===== config.mk =====
export PLATFORM = sky130hd
export DESIGN_NAME = byte_field_unpacker
export DESIGN_NICKNAME = d
export VERILOG_FILES = /design/src/rtl/bfu_pkg.sv /design/src/rtl/bfu_word_fifo.sv /design/src/rtl/bfu_field_ctl.sv /design/src/rtl/bfu_field_reg.sv /design/src/rtl/byte_field_unpacker.sv
export SDC_FILE = /design/constraint.sdc
export NUM_CORES = 1
export LEC_CHECK = 0
export BUFFER_PORTS_ARGS = -buffer_cell sky130_fd_sc_hd__buf_4
export CORE_AREA = 2 2 420 422
export CTS_CLUSTER_DIAMETER = 30
export DETAILED_ROUTE_END_ITERATION = 16
export DIE_AREA = 0 0 422 424
export PLACE_DENSITY = 0.43
export SYNTH_ARGS = -nofsm -noshare
export SYNTH_HDL_FRONTEND = slang
export SYNTH_HIERARCHICAL = 1
export SYNTH_SLANG_ARGS = --single-unit

===== constraint.sdc =====
create_clock -name clk -period 6.65 [get_ports clk]
set_input_delay 1.33 -clock clk [delete_from_list [all_inputs] [get_ports clk]]
set_output_delay 1.33 -clock clk [all_outputs]
set_load 0.01 [all_outputs]

===== src/rtl/bfu_pkg.sv =====
package bfu_pkg;
  localparam int WORD_W = 32;
  localparam int POS_W  = $clog2(WORD_W);
  localparam int LEN_W  = $clog2(WORD_W) + 1;

  typedef struct packed {
    logic [POS_W-1:0] pos;
    logic [LEN_W-1:0] width;
  } field_sel_t;
endpackage


===== src/rtl/bfu_word_fifo.sv =====
module bfu_word_fifo #(
  parameter int WORD_W  = 32,
  parameter int DEPTH_W = 32
) (
  input  logic              clk,
  input  logic              rst_n,
  input  logic              push_valid,
  output logic              push_ready,
  input  logic [WORD_W-1:0] push_data,
  input  logic              pop_req,
  output logic              pop_ok,
  output logic [WORD_W-1:0] head_data,
  output logic              empty,
  output logic              underflow
);
  localparam int PTR_W = (DEPTH_W > 1) ? $clog2(DEPTH_W) : 1;
  localparam int CNT_W = $clog2(DEPTH_W + 1);

  logic [WORD_W-1:0] mem [DEPTH_W];
  logic [PTR_W-1:0]  wr_ptr, rd_ptr;
  logic [CNT_W-1:0]  count;
  logic              push_fire;

  assign empty      = (count == '0);
  assign push_ready = (count != CNT_W'(DEPTH_W));
  assign push_fire  = push_valid && push_ready;
  assign pop_ok     = pop_req && !empty;
  assign head_data  = mem[rd_ptr];

  function automatic logic [PTR_W-1:0] next_ptr(input logic [PTR_W-1:0] p);
    return (p == PTR_W'(DEPTH_W - 1)) ? '0 : p + 1'b1;
  endfunction

  always_ff @(posedge clk) begin
    if (push_fire) mem[wr_ptr] <= push_data;
  end

  always_ff @(posedge clk) begin
    if (!rst_n) begin
      wr_ptr    <= '0;
      rd_ptr    <= '0;
      count     <= '0;
      underflow <= 1'b0;
    end else begin
      underflow <= pop_req && empty;
      if (push_fire) wr_ptr <= next_ptr(wr_ptr);
      if (pop_ok)    rd_ptr <= next_ptr(rd_ptr);
      case ({push_fire, pop_ok})
        2'b10:   count <= count + 1'b1;
        2'b01:   count <= count - 1'b1;
        default: count <= count;
      endcase
    end
  end


  fifo_bound_chk: assert property (@(posedge clk) disable iff (!rst_n)
    count <= CNT_W'(DEPTH_W));

  full_hold_chk: assert property (@(posedge clk) disable iff (!rst_n)
    (!push_ready && !pop_ok) |=> !push_ready);

  underflow_pulse_chk: assert property (@(posedge clk) disable iff (!rst_n)
    (pop_req && empty) |=> underflow);

  empty_pop_chk: assert property (@(posedge clk) disable iff (!rst_n)
    (empty && !push_valid) |=> empty);
endmodule


===== src/rtl/bfu_field_ctl.sv =====
module bfu_field_ctl
  import bfu_pkg::*;
#(
  parameter int DEF_WIDTH = 8
) (
  input  logic             clk,
  input  logic             rst_n,
  input  logic             we,
  input  logic [POS_W-1:0] wr_pos,
  input  logic [LEN_W-1:0] wr_len,
  output field_sel_t       sel
);
  logic [LEN_W-1:0] eff_len;

  assign eff_len = (wr_len == '0 || wr_len > LEN_W'(WORD_W)) ? LEN_W'(WORD_W) : wr_len;

  always_ff @(posedge clk) begin
    if (!rst_n) begin
      sel.pos   <= '0;
      sel.width <= LEN_W'(DEF_WIDTH);
    end else if (we) begin
      sel.pos   <= wr_pos;
      sel.width <= eff_len;
    end
  end


  width_range_chk: assert property (@(posedge clk) disable iff (!rst_n)
    sel.width != '0 && sel.width <= LEN_W'(WORD_W));

  ctl_hold_chk: assert property (@(posedge clk) disable iff (!rst_n)
    !we |=> $stable(sel));
endmodule


===== src/rtl/bfu_field_reg.sv =====
module bfu_field_reg
  import bfu_pkg::*;
(
  input  logic              clk,
  input  logic              rst_n,
  input  logic              load,
  input  logic [WORD_W-1:0] load_data,
  input  logic              rd,
  input  field_sel_t        sel,
  output logic              fld_valid,
  output logic [WORD_W-1:0] fld_data
);
  logic [WORD_W-1:0]   data_q;
  logic [WORD_W-1:0]   extracted;
  logic [WORD_W-1:0]   rotated;
  logic [WORD_W-1:0]   mask;
  logic [2*WORD_W-1:0] doubled;

  assign mask      = ~({WORD_W{1'b1}} << sel.width);
  assign extracted = (data_q >> sel.pos) & mask;
  assign doubled   = {data_q, data_q} >> sel.width;
  assign rotated   = doubled[WORD_W-1:0];

  always_ff @(posedge clk) begin
    if (!rst_n) begin
      data_q    <= '0;
      fld_valid <= 1'b0;
      fld_data  <= '0;
    end else begin
      fld_valid <= rd;
      if (rd) fld_data <= extracted;
      if (load)    data_q <= load_data;
      else if (rd) data_q <= rotated;
    end
  end


  rotate_ones_chk: assert property (@(posedge clk) disable iff (!rst_n)
    (rd && !load) |=> $countones(data_q) == $countones($past(data_q)));

  idle_hold_chk: assert property (@(posedge clk) disable iff (!rst_n)
    (!rd && !load) |=> $stable(data_q));

  valid_pulse_chk: assert property (@(posedge clk) disable iff (!rst_n)
    !rd |=> !fld_valid);

  load_wins_chk: assert property (@(posedge clk) disable iff (!rst_n)
    load |=> data_q == $past(load_data));
endmodule


===== src/rtl/byte_field_unpacker.sv =====
module byte_field_unpacker
  import bfu_pkg::*;
#(
  parameter int CHAR_W     = 8,
  parameter int FIFO_CHARS = 128
) (
  input  logic              clk,
  input  logic              rst_n,
  input  logic              in_valid,
  output logic              in_ready,
  input  logic [WORD_W-1:0] in_data,
  input  logic              load_req,
  output logic              load_underflow,
  output logic              fifo_empty,
  input  logic              ctl_we,
  input  logic [POS_W-1:0]  ctl_pos,
  input  logic [LEN_W-1:0]  ctl_len,
  input  logic              fld_rd,
  output logic              fld_valid,
  output logic [WORD_W-1:0] fld_data
);
  localparam int CHARS_PER_WORD = WORD_W / CHAR_W;
  localparam int DEPTH_W        = FIFO_CHARS / CHARS_PER_WORD;

  logic              pop_ok;
  logic [WORD_W-1:0] head_data;
  field_sel_t        sel;

  bfu_word_fifo #(.WORD_W(WORD_W), .DEPTH_W(DEPTH_W)) u_fifo (
    .clk(clk), .rst_n(rst_n),
    .push_valid(in_valid), .push_ready(in_ready), .push_data(in_data),
    .pop_req(load_req), .pop_ok(pop_ok), .head_data(head_data),
    .empty(fifo_empty), .underflow(load_underflow)
  );

  bfu_field_ctl #(.DEF_WIDTH(CHAR_W)) u_ctl (
    .clk(clk), .rst_n(rst_n), .we(ctl_we),
    .wr_pos(ctl_pos), .wr_len(ctl_len), .sel(sel)
  );

  bfu_field_reg u_reg (
    .clk(clk), .rst_n(rst_n), .load(pop_ok), .load_data(head_data),
    .rd(fld_rd), .sel(sel), .fld_valid(fld_valid), .fld_data(fld_data)
  );


  load_empty_chk: assert property (@(posedge clk) disable iff (!rst_n)
    pop_ok |-> !fifo_empty);

  underflow_cause_chk: assert property (@(posedge clk) disable iff (!rst_n)
    load_underflow |-> $past(load_req));
endmodule


==> flow_summary.json, run 1 <==
{
  "status": "completed",
  "ir_drop_v": 0.000235,
  "crit_chain": "buf_12 -> mux4_2 -> a22o_1 -> or4_1 -> o211ai_1 -> or2_2 -> o22a_1 -> o31ai_1",
  "drt-pass1-iter-count": 5,
  "min_period_ns": 4.01,
  "worst_ep_arrival_time_ns": 4.69,
  "synth_top_cell_by_area": "edfxtp_1",
  "yosysMostFrequentCell": "edfxtp_1",
  "drive_above_1_share_pct": 32.8,
  "grt_first_pass_wirelength_mm": 221,
  "multi_input_area_sq_um": 15000,
  "synthesis.nets": 3016,
  "antenna_found_initial": 8,
  "port_buffers": 84,
  "place.gp.congestion": 0.836,
  "wirelength_mm": 153,
  "yosysTopAreaCellShare_pct": 63.4,
  "cts_buffers": 299,
  "finalNetCount": 3248,
  "leakage_uw": 0.0202,
  "wire_per_inst_um": 26.7,
  "netlist_instances": 2957,
  "cp_max_fo": 71,
  "synth_simple_gate_area_share_pct": 5.72,
  "ctsHoldBuffers": 0,
  "tightest_slew_ns": 1.29,
  "stdcell_area_sq_um": 62000,
  "start_kind": "flop",
  "synth-edff-count": 1024,
  "end_kind": "flop",
  "fin_tns_setup_ns": 0,
  "synth_compound_area_share_pct": 7.51,
  "dpl.hpwl_mm": 92.7,
  "viasPerCell": 5.09,
  "design.die.area_sq_um": 179000,
  "grt_pass1_vias": 29600,
  "drt.antenna.violating_nets": 0,
  "drc_errors": 0,
  "grt_max_degree": 118,
  "area_growth_pct": 27.7,
  "cts_buffer_depth": 4,
  "synth_top_family_by_area": "multiplexers",
  "stdcell_count": 5750,
  "min_path_type": "reg -> reg",
  "dp_cells": 5228,
  "slowest_stage": "dfxtp_4",
  "hold_viol": 0,
  "io_pins": 85,
  "max_freq_mhz": 249,
  "yosys-top-cells-count": "1,024 x edfxtp_1, 227 x mux2_2, 194 x mux4_2",
  "die_x_um": 422,
  "synthArstFlopShare_pct": 0,
  "rsz0062_at_grt": "false",
  "maxSlewViolCount": 0,
  "grt_usage_pct": 16.9,
  "clk_pin_slew_ns": 0.05,
  "grt-ovfl-total": 0,
  "maxCapViolCount": 0,
  "synth.mux.area_fraction_pct": 16.7,
  "coreArea_sq_um": 175000,
  "crit_type": "reg -> reg",
  "powerDensity_nw_per_um2": 440,
  "floorplan.initialDensity_pct": 27.7,
  "postCtsSetupRepairBufs": 0,
  "slowest_delay_ns": 0.91,
  "ys_ff_latch": 1122,
  "cp.required_ns": 7.33,
  "cts-root-buf": "clkbuf_16",
  "post_cts_resized": 0,
  "drt_iter0_markers": 2754,
  "cts_htree_levels": 5,
  "synth.avg_cell_area_sq_um": 16.4,
  "placement.cell_area_sq_um": 52000,
  "yosys.area_share.adder_pct": 0.258,
  "n_fill_cell": 16700,
  "clock_sinks": 1122,
  "yosysUniqueCellTypes": 85,
  "clk_latency_ns": 0.90,
  "fin_util_pct": 35.4,
  "synth_area_leaders": "edfxtp_1 63%, mux4_2 9.0%, mux2_2 5.3%, dfxtp_1 4.0%, mux2i_1 1.7%",
  "regArea_sq_um": 32700,
  "ys_warn_count": 6,
  "setup_viol": 0,
  "hold-worst-slack_ns": 0.439,
  "synth.yosys.seq_area_share_pct": 67.4,
  "synth_xor_area_share_pct": 0.0722,
  "fin_skew_ns": 0.0808,
  "synth_flop_cell": "edfxtp_1",
  "relSlewSlack_pct": 14.1,
  "dieHeight_um": 424,
  "period_share_pct": 60.3,
  "cts_tree": "built",
  "dr_total_vias": 29300,
  "rows": 154,
  "syn_area_sq_um": 48500
}
==> cell usage in the layout, fill, tap and decap left out, types with 9 or more instances in the layout <==
cell type	count
o211ai_1	19
and2_1	17
or4_1	36
o21ai_0	117
edfxtp_1	1024
nand3b_1	9
mux2i_1	84
clkinv_4	14
clkbuf_16	305
a211oi_1	69
mux4_2	194
o22ai_1	72
or3_1	18
nand2_1	131
mux4_1	12
o2111ai_1	10
a32oi_1	10
mux2_2	227
buf_4	156
inv_1	13
ha_1	10
clkinv_1	39
nand3_1	21
a22oi_1	9
a21oi_1	42
dfxtp_1	90
a22o_1	68
nor2_4	35
clkinv_2	53
nor3_1	79
bufinv_16	43
clkbuf_1	28
nor2_1	41
a31oi_1	12
nor2b_1	84
clkinvlp_4	27
==> kinds of logic after synthesis <==
group,Yosys count
and+or+nand+nor,528
muxes,520
DFF,1122
adders and majority gates,10
buffers and inverters,251
xor gates and xnor gates,4
AOI/OAI and AO/OA,522
==> critical path, delay by kind of cell (launching register included) <==
kind	cells	cell delay [ns]
AOI/OAI and AO/OA	4	0.79
buffers and inverters	1	0.56
DFF	1	0.91
muxes	1	0.58
and+or+nand+nor	2	0.80
==> worst paths after layout <==
path	start	to	slack, ns	depth (start not counted)
max	flop	u_reg/data_q[18]	2.64	8
min	u_reg/fld_data[14]	u_reg/fld_data[14]	0.44	2
max reg2reg	flop	u_reg/data_q[18]	2.64	8
min reg2reg	u_reg/fld_data[14]	u_reg/fld_data[14]	0.44	2
==> cell type report <==
type / count / share of cell area (%)
Inverter: 22 / 0.133
Clock buffer: 341 / 12.7
Multi-Input combinational cell: 1584 / 24.2
Antenna cell: 4 / 0.0162
Clock inverter: 177 / 3.38
Tap cell: 2340 / 4.73
Sequential cell: 1122 / 52.8
Timing Repair Buffer: 160 / 2.02
==> flip-flops by register name (all words and copies together) (netlist names), named ones only <==
signal and cells:
u_fifo/mem 1024, u_fifo/wr_ptr 5, u_reg/fld_valid 1, u_ctl/sel 11, u_fifo/count 6, u_reg/fld_data 32, u_fifo/underflow 1, u_reg/data_q 32
u_fifo/rd_ptr 5
==> per-layer routing <==
metal | GRT usage [%] | vias up | wire length, um
met5 | 0 | - | 0
met4 | 5.36 | 0 | 3720
met3 | 3.29 | 272 | 8970
met2 | 25.4 | 1040 | 68900
met1 | 24.4 | 15400 | 71800
li1 | - | 12600 | -
==> through the flow <==
| step | total power [uW] | setup WS, ns |
|---|---|---|
| after floorplan | 11400 | 3.16 |
| after global placement | 13200 | 2.59 |
| after detailed placement | 13200 | 2.50 |
| after CTS | 27500 | 2.57 |
| after global routing | 28200 | 2.37 |
| final | 27200 | 2.64 |
==> where the power goes <==
group	switching, uW	leakage (uW)	total (uW)	internal, uW
Sequential	549	0.0100	8480	7930
Clock	4170	0.00482	14200	10000
Combinational	2640	0.00538	4590	1940
(Power assumes the default switching activity.)
==> inputs of run 2 (changes only) <==
--- a/config.mk
+++ b/config.mk
@@ -5,11 +5,12 @@
 export SDC_FILE = /design/constraint.sdc
 export NUM_CORES = 1
 export LEC_CHECK = 0
+export ABC_AREA = 1
 export BUFFER_PORTS_ARGS = -buffer_cell sky130_fd_sc_hd__buf_4
-export CORE_AREA = 2 2 420 422
+export CORE_AREA = 2 2 424 426
 export CTS_CLUSTER_DIAMETER = 30
 export DETAILED_ROUTE_END_ITERATION = 16
-export DIE_AREA = 0 0 422 424
+export DIE_AREA = 0 0 426 428
 export PLACE_DENSITY = 0.43
 export SYNTH_ARGS = -nofsm -noshare
 export SYNTH_HDL_FRONTEND = slang
==> constraint.sdc (replaced) <==
create_clock -name clk -period 3.9 [get_ports clk]
set_input_delay 0.78 -clock clk [delete_from_list [all_inputs] [get_ports clk]]
set_output_delay 0.78 -clock clk [all_outputs]
set_load 0.01 [all_outputs]
==> flow_summary.json, run 2 <==
{
  "status": "completed",
  "cts_buffer_depth": 4,
  "diodes": 0,
  "wire_per_inst_um": 22.3,
  "drt-pass1-iter-count": 5,
  "port_buffers": 84,
  "tightest_slew_ns": 1.07,
  "setup_ws_ns": 0.876,
  "cp_max_fo": 66,
  "crit_type": "reg -> reg",
  "clk_latency_ns": 0.90,
  "grt-ovfl-total": 0,
  "cts-root-buf": "clkbuf_16",
  "largest_reg_flops": 1024,
  "cts_htree_levels": 5,
  "rsz0062_at_grt": "false",
  "fin_skew_ns": 0.0807,
  "die_x_um": 426,
  "fin_tns_setup_ns": 0,
  "min_period_ns": 3.02,
  "finalNetCount": 5125,
  "ys_ff_latch": 1122,
  "dr_total_vias": 37400,
  "min_to": "u_fifo/underflow",
  "floorplan.initialDensity_pct": 27.9,
  "dp_slack_ns": 0.856,
  "yosysUniqueCellTypes": 45,
  "grt_first_pass_wirelength_mm": 250,
  "synth_area_leaders": "edfxtp_1 62%, nand2_1 13%, nand3_1 10%, dfxtp_1 4.0%, a21oi_1 2.6%",
  "synth_flop_cell": "edfxtp_1",
  "postCtsSetupRepairBufs": 0,
  "r2r_slack_ns": 0.88,
  "wirelength_mm": 171,
  "antenna_found_initial": 10,
  "max_freq_mhz": 331,
  "dieHeight_um": 428,
  "yosysTopAreaCellShare_pct": 62.1,
  "rows": 155,
  "synth-edff-count": 1024,
  "drive_above_1_share_pct": 14.7,
  "synth.avg_cell_area_sq_um": 10.2,
  "ctsHoldBuffers": 0,
  "cp.required_ns": 4.64,
  "min_path_cells": 3,
  "maxCapViolCount": 0,
  "coreArea_sq_um": 178000,
  "maxSlewViolCount": 0,
  "end_kind": "flop",
  "worst_ep_arrival_time_ns": 3.77,
  "drt.antenna.violating_nets": 0,
  "final_common_cell": "nand2_1",
  "clk_pin_slew_ns": 0.04,
  "powerDensity_nw_per_um2": 744,
  "dpl.hpwl_mm": 99.5,
  "drc_errors": 0,
  "io_pins": 85,
  "grt_pass1_vias": 36700,
  "place.gp.congestion": 0.859,
  "start_kind": "flop",
  "viasPerCell": 4.89,
  "synth.yosys.seq_area_share_pct": 66.1,
  "syn_area_sq_um": 49500,
  "top_register": "u_fifo/mem",
  "period_share_pct": 77.5,
  "yosysMostFrequentCell": "nand2_1",
  "ir_drop_v": 0.000455,
  "grt_max_degree": 143,
  "min_from": "load_req",
  "grt_usage_pct": 18.4,
  "min_path_type": "in -> reg",
  "synthesis.nets": 4900,
  "area_growth_pct": 26.8,
  "post_cts_resized": 0,
  "setup_viol": 0,
  "netlist_instances": 4841,
  "relSlewSlack_pct": 28.5,
  "synthArstFlopShare_pct": 0,
  "r2r_end": "u_reg/data_q[4]",
  "ys_warn_count": 6,
  "synth_top_cell_by_area": "edfxtp_1",
  "clock_sinks": 1122,
  "cts_tree": "built",
  "hold_viol": 0,
  "top_regs": "u_fifo/mem x1024, u_reg/data_q x32, u_reg/fld_data x32",
  "design.die.area_sq_um": 182000,
  "layout_common_cells": "1,661 x nand2_1, 1,024 x edfxtp_1, 999 x nand3_1, 317 x clkbuf_16, 261 x a21oi_1",
  "leakage_uw": 0.0234,
  "drt_iter0_markers": 3152,
  "r2r_cells": 14,
  "cts_buffers": 312,
  "hold-worst-slack_ns": 0.143,
  "yosys-top-cells-count": "1,661 x nand2_1, 1,024 x edfxtp_1, 999 x nand3_1"
}
## run 2: cell count changes in the layout (fill, tap and decap cells not counted), moves of 104 or more
cell / change
nor2_1: +104
nand3_1: +978
nand2_1: +1530
mux4_2: -194
mux2_2: -227
a21oi_1: +219
## run 2: logic make-up (layout without fill, tap and decap cells)
family | Yosys count | after routing | synth area share, %
flip-flops | 1122 | 1122 | 66.1
XOR/XNOR | 6 | 6 | 0.106
AO/OA/AOI/OAI | 420 | 420 | 4.78
AND/OR/NAND/NOR | 2893 | 2893 | 24.7
adder cells (fa/ha/maj) | 10 | 10 | 0.253
buffers and inverters | 390 | 843 | 4.05
## run 2: how the worst max path moves through the flow
stage | end | slack [ns] | depth (start not counted)
2_1_floorplan | u_fifo/mem[0][0] | 0.89 | 4
3_3_place_gp | u_reg/data_q[4] | 0.81 | 14
3_5_place_dp | u_reg/data_q[4] | 0.86 | 14
4_1_cts | u_reg/data_q[4] | 0.76 | 14
5_1_grt | u_reg/data_q[4] | 0.59 | 14
6_report | u_reg/data_q[4] | 0.88 | 14
## run 2: layout make-up
cell class / instances / area (sq um)
Sequential cell: 1122 / 32700
Inverter: 76 / 328
Clock buffer: 368 / 8160
Fill cell: 17900 / 115000
Clock inverter: 174 / 1590
Multi-Input combinational cell: 3329 / 15000
Tap cell: 2355 / 2950
Timing Repair Buffer: 225 / 2000
## run 2: power breakdown
part,internal [uW],switching [uW]
clock network,16400,7110
logic,2620,6590
registers,13600,409
total,32600,14100
## run 2: worst max-delay path, cell delays in order (launching register included)
cell and delay, ns:
dfxtp_4 0.47, buf_12 0.29, buf_12 0.34, nand2_1 0.09, nand3_1 0.09, nand3_1 0.09
nand2_1 0.10, nand2_1 0.05, nand2_1 0.08, nor2_1 0.05, a21oi_1 0.72, nor2_1 0.14
nor2_1 0.12, o21ai_0 0.10, a21oi_1 0.12
## run 2: stage by stage
step	util, %	area (sq um)	power [uW]	cells
floorplan	-	49500	20000	4841
global placement	29.9	53000	23500	7107
detailed placement	29.9	53000	23400	7107
CTS	35.4	62800	47200	7649
global route	35.4	62800	48800	7649
finish	35.4	62800	46700	7649
## run 2: per-layer routing
layer  global-route usage (%)  routed length (um)  vias to the layer above
li1                         -                   -                    17500
met3                     3.75                9710                      267
met4                     5.38                3690                       14
met2                     28.7               79100                     1147
met5                        0                  98                        -
met1                     25.8               78300                    18500
